### src/rtl/wdt_ovr_ctl.sv
`timescale 1ns/1ps
module wdt_ovr_ctl #(
  parameter int ADDR_W = 4,
  parameter logic [ADDR_W-1:0] STATUS_ADDR = 0,
  parameter logic [ADDR_W-1:0] CTRL_ADDR = 1
) (
  input  logic              clk,
  input  logic              rst_n,
  input  logic              wr_en,
  input  logic [ADDR_W-1:0] addr,
  input  logic [15:0]       wdata,
  output logic [15:0]       rdata,
  input  logic              expire_i,
  output logic              wd_rst_o,
  output logic              wd_irq_o
);

  logic ovr, route, dis;
  logic wr_stat, wr_ctrl;

  assign wr_stat = wr_en && (addr == STATUS_ADDR);
  assign wr_ctrl = wr_en && (addr == CTRL_ADDR);

  always_ff @(posedge clk) begin
    if (!rst_n) begin
      ovr   <= 1'b1;
      route <= 1'b0;
      dis   <= 1'b0;
    end else begin
      if (wr_stat) begin
        route <= wdata[1];
        if (wdata[0]) ovr <= 1'b0;
      end
      if (wr_ctrl && ovr) dis <= wdata[0];
    end
  end

  always_ff @(posedge clk) begin
    if (!rst_n) begin
      wd_rst_o <= 1'b0;
      wd_irq_o <= 1'b0;
    end else begin
      wd_rst_o <= expire_i && !dis && !route;
      wd_irq_o <= expire_i && !dis && route;
    end
  end

  always_comb begin
    rdata = '0;
    if (addr == STATUS_ADDR)    rdata[1:0] = {route, ovr};
    else if (addr == CTRL_ADDR) rdata[0]   = dis;
  end

  assert_ovr_sticky_R3: assert property (@(posedge clk) disable iff (!rst_n)
    !ovr |=> !ovr);

  assert_dis_locked_R4: assert property (@(posedge clk) disable iff (!rst_n)
    !ovr |=> $stable(dis));

  assert_one_output_R5: assert property (@(posedge clk) disable iff (!rst_n)
    !(wd_rst_o && wd_irq_o));

  assert_route_rst_R5: assert property (@(posedge clk) disable iff (!rst_n)
    (expire_i && !dis && !route) |=> wd_rst_o);

  assert_route_irq_R5: assert property (@(posedge clk) disable iff (!rst_n)
    (expire_i && !dis && route) |=> wd_irq_o);

  assert_masked_R8: assert property (@(posedge clk) disable iff (!rst_n)
    dis |=> !(wd_rst_o || wd_irq_o));

  assert_pulse_cause_R9: assert property (@(posedge clk) disable iff (!rst_n)
    (wd_rst_o || wd_irq_o) |-> $past(expire_i));

endmodule

### config.mk
export PLATFORM = sky130hd
export DESIGN_NAME = wdt_ovr_ctl
export DESIGN_NICKNAME = d
export VERILOG_FILES = /design/src/rtl/wdt_ovr_ctl.sv
export SDC_FILE = /design/constraint.sdc
export NUM_CORES = 1
export LEC_CHECK = 0
export ABC_CLOCK_PERIOD_IN_PS = 1070
export BUFFER_PORTS_ARGS = -buffer_cell sky130_fd_sc_hd__buf_4
export CORE_AREA = 2 2 39 41
export CTS_CLUSTER_DIAMETER = 50
export DETAILED_ROUTE_END_ITERATION = 6
export DIE_AREA = 0 0 41 43
export PLACE_DENSITY = 0.7
export REMOVE_ABC_BUFFERS = 1
export SLEW_MARGIN = 20
export SYNTH_ARGS = -nofsm -noshare
export SYNTH_HDL_FRONTEND = slang
export SYNTH_SLANG_ARGS = --single-unit
### constraint.sdc
create_clock -name clk -period 1.07 [get_ports clk]
set_input_delay 0.0535 -clock clk [delete_from_list [all_inputs] [get_ports clk]]
set_output_delay 0.0535 -clock clk [all_outputs]
set_load 0.03 [all_outputs]
==> impl_metrics.ini, run 1 <==
[clock_network]
cts_resized = 0
clk_latency_ps = 250
cts_sinks = 5
cts_buffers = 3
hold_buffers = 0
cts-root-buf = clkbuf_4
clkTransAtPathRegs_ps = 40
cts_max_path_buffers = 2
cts_tree = built
postCtsSetupBuffers = 0
htreeDepth = 1

[power]
switchingPower_mw = 0.1744
p_clk_share_pct = 41.0
internal_power_mw = 0.3666
comb_power_share_pct = 23.4
power_mw = 0.5410
seqPwrFrac_pct = 35.6
swShare_pct = 32.24
power.leakage_nw = 0.2090
power_density_mw_per_mm2 = 1283
vdd_drop_max_v = 0.0003325

[floorplan]
core.rowCount = 14
initial_core_util_pct = 23.96
core_area_mm2 = 0.001384
dieWidth_um = 41
dieArea_mm2 = 0.001763
pin_count = 42
die_h_um = 43

[setup_path]
reg2reg_from = ovr$_SDFFE_PN1P_
cpMaxStageDelayCell = dfxtp_2
path_class = flip-flop to primary output
cp-end-kind = primary output
cp.required_ps = 1020
cpPeakStageDelay_ps = 340
rr_worst_depth = 2
r2r_slack_ps = 360
r2r-end = dis$_SDFFE_PN0P_
crit_arrival_ps = 950
path_cells = nor3b_1 -> buf_4
cp-start-kind = flip-flop
worstPathMaxFanout = 4

[logic_synthesis]
synth_top_family_by_area = buffers and inverters
synth_area_leaders = buf_4, dfxtp_1, mux2i_1, nand2_1, nor3b_1
synthArstFlopShare_pct = 0
synth_top_area_share_pct = 31.70
synth.most_common_cell = buf_4
ys_seq_elements = 5
synth.mux.area_fraction_pct = 9.057
syn_area_per_cell_um2 = 8.502
synthFlopType = dfxtp_1
synth_simple_gate_area_share_pct = 25.66
syn_inst = 39
synth-xor-area-share_pct = 0
synth_fa_ha_area_share_pct = 0
synth_top_area_cell = buf_4
yosysWarningCount = 0
yosysSeqAreaShare_pct = 30.19
synth_common_cells = buf_4, nand2_1, dfxtp_1
synth-compound-area-share_pct = 2.264
syn_area_um2 = 331.6
synth_edf_count = 0
ys_types = 12

[timing]
period_needed_ps = 999.3
setup_viol = 0
fmax_mhz = 1001
worst_slack_ps = 70.68
slew_violations = 0
skew_ps = 4.034
finalHoldViolCount = 0
rsz0062_at_grt = false
fin_crit_sh_pct = 93.39

[detailed_routing]
drt-total-wl_um = 591
wire_per_inst_um = 8.324
dr.pass1.iters = 2
drtAntennaViolNets = 0
drtIter0Drc = 9
post-route-drc-count = 0
viasPerCell = 3.690
dr_total_vias = 262

[cells_and_area]
final_cells = 71
layout-drive-gt1-share_pct = 36.36
fill_cells = 158
fin_nets = 80
area_delta_synth_final_pct = 27.17
finalInstanceArea_um2 = 421.7
antennaDiodeCount = 0

[place]
preCtsSetupSlack_ps = 3.016
hpwl_um = 469.8
placed_cell_area_um2 = 392.9
gp_congestion = 0.6413
placed_cells = 67
io_buffer_count = 13

[worst_hold_path]
worstHoldStart = rst_n
holdPathStages = 2
hold_class = input port to flip-flop
hold_end = ovr$_SDFFE_PN1P_

[global_route]
grt_pass1_vias = 249
grt_util_met1_pct = 8.682
grt_util_all_layers_pct = 9.137
antenna_found_initial = 0
grt_first_pass_wirelength_um = 1007
grt_max_degree = 7
busiest_layer = met2
grt.overflow.total = 0
globalRouteMet3Util_pct = 3.141
met2_usage_pct = 13.44

[run_status]
status = finished, final reports clean

[job]
cap_violations = 0
==> stage by stage <==
step | hold WS (ps) | setup TNS, ps | util [%]
2_1_floorplan | 115.4 | -175.9 | -
3_3_place_gp | 270.3 | 0 | 28.39
3_5_place_dp | 270.9 | 0 | 28.39
4_1_cts | 11.25 | 0 | 30.29
5_1_grt | 30.18 | 0 | 30.47
6_report | 19.33 | 0 | 30.47
==> final cells by class <==
type | count | area (um^2) | share of cell area (%)
Timing Repair Buffer | 13 | 97.59 | 23.15
Sequential cell | 5 | 102.6 | 24.33
Tap cell | 16 | 20.02 | 4.748
Multi-Input combinational cell | 33 | 175.2 | 41.54
Clock buffer | 4 | 26.28 | 6.231
==> routing by layer <==
metal	wire length, um	part of all wire (%)
met1	195	33
met2	335	57
met3	49	8.3
met4	10	1.7
met5	0	0
==> power groups by stage <==
stage	clock network, mW	registers, mW	logic, mW
4_1_cts	0.235	0.193	0.126
5_1_grt	0.249	0.193	0.136
2_1_floorplan	0	0.200	0.0811
3_3_place_gp	0	0.196	0.125
3_5_place_dp	0	0.196	0.126
6_report	0.222	0.193	0.127
==> registers in the layout (all words and copies together), names as in the netlist <==
signal,cells
route,1
wd_irq_o,1
ovr,1
wd_rst_o,1
dis,1
==> how the worst max path moves through the flow <==
stage | from | depth (start not counted) | slack, ps | end
floorplan | addr[1] | 2 | -180 | rdata[1]
global placement | addr[1] | 4 | 30 | route$_SDFFE_PN0P_
detailed placement | addr[1] | 4 | 3 | route$_SDFFE_PN0P_
CTS | route$_SDFFE_PN0P_ | 2 | 20 | rdata[1]
global route | route$_SDFFE_PN0P_ | 2 | 20 | rdata[1]
finish | route$_SDFFE_PN0P_ | 2 | 70 | rdata[1]
==> cells in the final DEF (no fill, tap or decap) <==
cell type,synthesis,final
buf_4,14,13
o31ai_1,1,1
clkbuf_1,0,1
dfxtp_2,0,2
mux2i_1,3,3
nand2_1,7,7
nor3_1,2,2
dfxtp_1,5,3
nor3b_2,1,1
conb_1,1,14
or3_4,1,1
nor2_1,1,1
nor3b_1,2,2
clkbuf_4,0,3
nand4_1,1,1
==> cell families (layout without fill, tap and decap cells) <==
family / count (synthesis) / after routing
AO/OA/AOI/OAI: 1 / 1
multiplexers: 3 / 3
AND/OR/NAND/NOR: 15 / 15
other: 1 / 14
buffers and inverters: 14 / 17
flip-flops: 5 / 5
==> critical path, delay by kind of cell (launching register included) <==
family | cells | cell delay (ps)
and+or+nand+nor | 1 | 180
DFF | 1 | 340
buffers and inverters | 1 | 190
No activity file was read; power rests on OpenSTA's default activity.
==> run 2, diff against run 1 <==
--- a/config.mk
+++ b/config.mk
@@ -8,10 +8,10 @@
 export ABC_CLOCK_PERIOD_IN_PS = 1070
 export BUFFER_PORTS_ARGS = -buffer_cell sky130_fd_sc_hd__buf_4
 export CORE_AREA = 2 2 39 41
-export CTS_CLUSTER_DIAMETER = 50
+export CTS_CLUSTER_DIAMETER = 100
 export DETAILED_ROUTE_END_ITERATION = 6
 export DIE_AREA = 0 0 41 43
-export PLACE_DENSITY = 0.7
+export PLACE_DENSITY = 0.65
 export REMOVE_ABC_BUFFERS = 1
 export SLEW_MARGIN = 20
 export SYNTH_ARGS = -nofsm -noshare
==> run 2 against run 1 <==
  * Worst setup slack worse by 37 ps
  * Die area unchanged
  * Wire length is 2.9% lower
  * Cell area increased by 0.59%
  * Total power is 1.7% lower
  * Largest power group unchanged
==> impl_metrics.ini, run 2 (synthesis gave the netlist of run 1 again) <==
[clock_network]
cts_sinks = 5
cts_max_path_buffers = 2
cts_tree = built
clkTransAtPathRegs_ps = 40
htreeDepth = 1
postCtsSetupBuffers = 0
cts_buffers = 3
clk_latency_ps = 240
cts-root-buf = clkbuf_4

[power]
seqPwrFrac_pct = 36.2
power_density_mw_per_mm2 = 1254
vdd_drop_max_v = 0.0006809
p_clk_share_pct = 39.9
internal_power_mw = 0.3660
comb_power_share_pct = 23.9
swShare_pct = 31.20
switchingPower_mw = 0.1660
power.leakage_nw = 0.2083

[detailed_routing]
wire_per_inst_um = 8.085
dr.pass1.iters = 3
dr_total_vias = 264
drtAntennaViolNets = 0
viasPerCell = 3.718
drt-total-wl_um = 574
post-route-drc-count = 0
drtIter0Drc = 3

[cells_and_area]
finalInstanceArea_um2 = 424.2
antennaDiodeCount = 0
fill_cells = 174
seq_area_um2 = 100.1
multi_input_area_um2 = 180.2
area_delta_synth_final_pct = 27.92
final_cells = 71
fin_nets = 80
post-route-util_pct = 30.65
final_cell_mix = conb_1, buf_4, nand2_1
layout-drive-gt1-share_pct = 34.55
final_common_cell = conb_1

[place]
gp_congestion = 0.6726
hpwl_um = 451.8
placed_cells = 67
placed_cell_area_um2 = 392.9
io_buffer_count = 13

[timing]
finalHoldViolCount = 0
setup_viol = 0
fin_crit_sh_pct = 96.88
period_needed_ps = 1037
fmax_mhz = 964.7
slew_violations = 0
skew_ps = 3.764

[floorplan]
die_h_um = 43
dieWidth_um = 41
core_area_mm2 = 0.001384
core.rowCount = 14
dieArea_mm2 = 0.001763
initial_core_util_pct = 23.96
pin_count = 42

[global_route]
grt.overflow.total = 0
grt_pass1_vias = 201
grt_max_degree = 7
antenna_found_initial = 0
grt_first_pass_wirelength_um = 800
grt_util_all_layers_pct = 7.136

[setup_path]
cp.required_ps = 1020
cp-end-kind = primary output
crit_arrival_ps = 980
worstPathMaxFanout = 4
r2r_slack_ps = 390
path_class = flip-flop to primary output
cp-start-kind = flip-flop

[run_status]
status = finished, final reports clean

[job]
cap_violations = 0

[worst_hold_path]
hold_class = input port to flip-flop
run 2: metal layers:
metal | part of all wire [%] | wire [um] | track usage (%) | up-vias
li1 | - | - | - | 134
met1 | 35 | 201 | 7.097 | 119
met2 | 53 | 307 | 10.31 | 11
met3 | 11 | 64 | 8.377 | 0
met4 | 0 | 0 | 0 | 0
met5 | 0 | 0 | 0 | -
run 2: final timing paths:
path / endpoint / cells after the start / startpoint
setup / recovery: rdata[1] / 2 / route$_SDFFE_PN0P_
hold / removal: ovr$_SDFFE_PN1P_ / 2 / rst_n
setup reg to reg: dis$_SDFFE_PN0P_ / 2 / ovr$_SDFFE_PN1P_
hold reg to reg: wd_rst_o$_SDFF_PN0_ / 1 / route$_SDFFE_PN0P_
run 2: what timing repair did:
| item | in CTS | in global routing |
|---|---|---|
| gates resized for setup | 0 | 1 |
| endpoints found under the hold margin | 0 | 0 |
| hold buffers | 0 | 0 |
| endpoints found under the setup margin | 0 | 1 |
run 2: layout make-up:
cell class	count	share of cell area (%)
Clock buffer	4	6.195
Timing Repair Buffer	13	23.01
Tap cell	16	4.720
Sequential cell	5	23.60
Multi-Input combinational cell	33	42.48
run 2: power by group through the flow:
stage / registers, mW / logic (mW) / clock network (mW)
floorplan: 0.200 / 0.0811 / 0
global placement: 0.196 / 0.125 / 0
detailed placement: 0.196 / 0.125 / 0
CTS: 0.193 / 0.125 / 0.223
global route: 0.193 / 0.137 / 0.242
finish: 0.193 / 0.127 / 0.212
run 2: worst max-delay path: stages (launching register included):
cell and delay [ps]:
dfxtp_1 360, nor3b_2 200, buf_4 190
run 2: through the flow:
| step | hold slack (ps) | setup slack (ps) | setup TNS [ps] | total power, mW |
|---|---|---|---|---|
| detailed placement | 274.1 | 16.97 | 0 | 0.3213 |
| global route | 35.94 | -38.43 | -38.43 | 0.5721 |
| floorplan | 115.4 | -175.9 | -175.9 | 0.2814 |
| finish | 27.39 | 33.43 | 0 | 0.5320 |
| global placement | 269.0 | 27.74 | 0 | 0.3207 |
| CTS | 23.36 | 10.21 | 0 | 0.5407 |
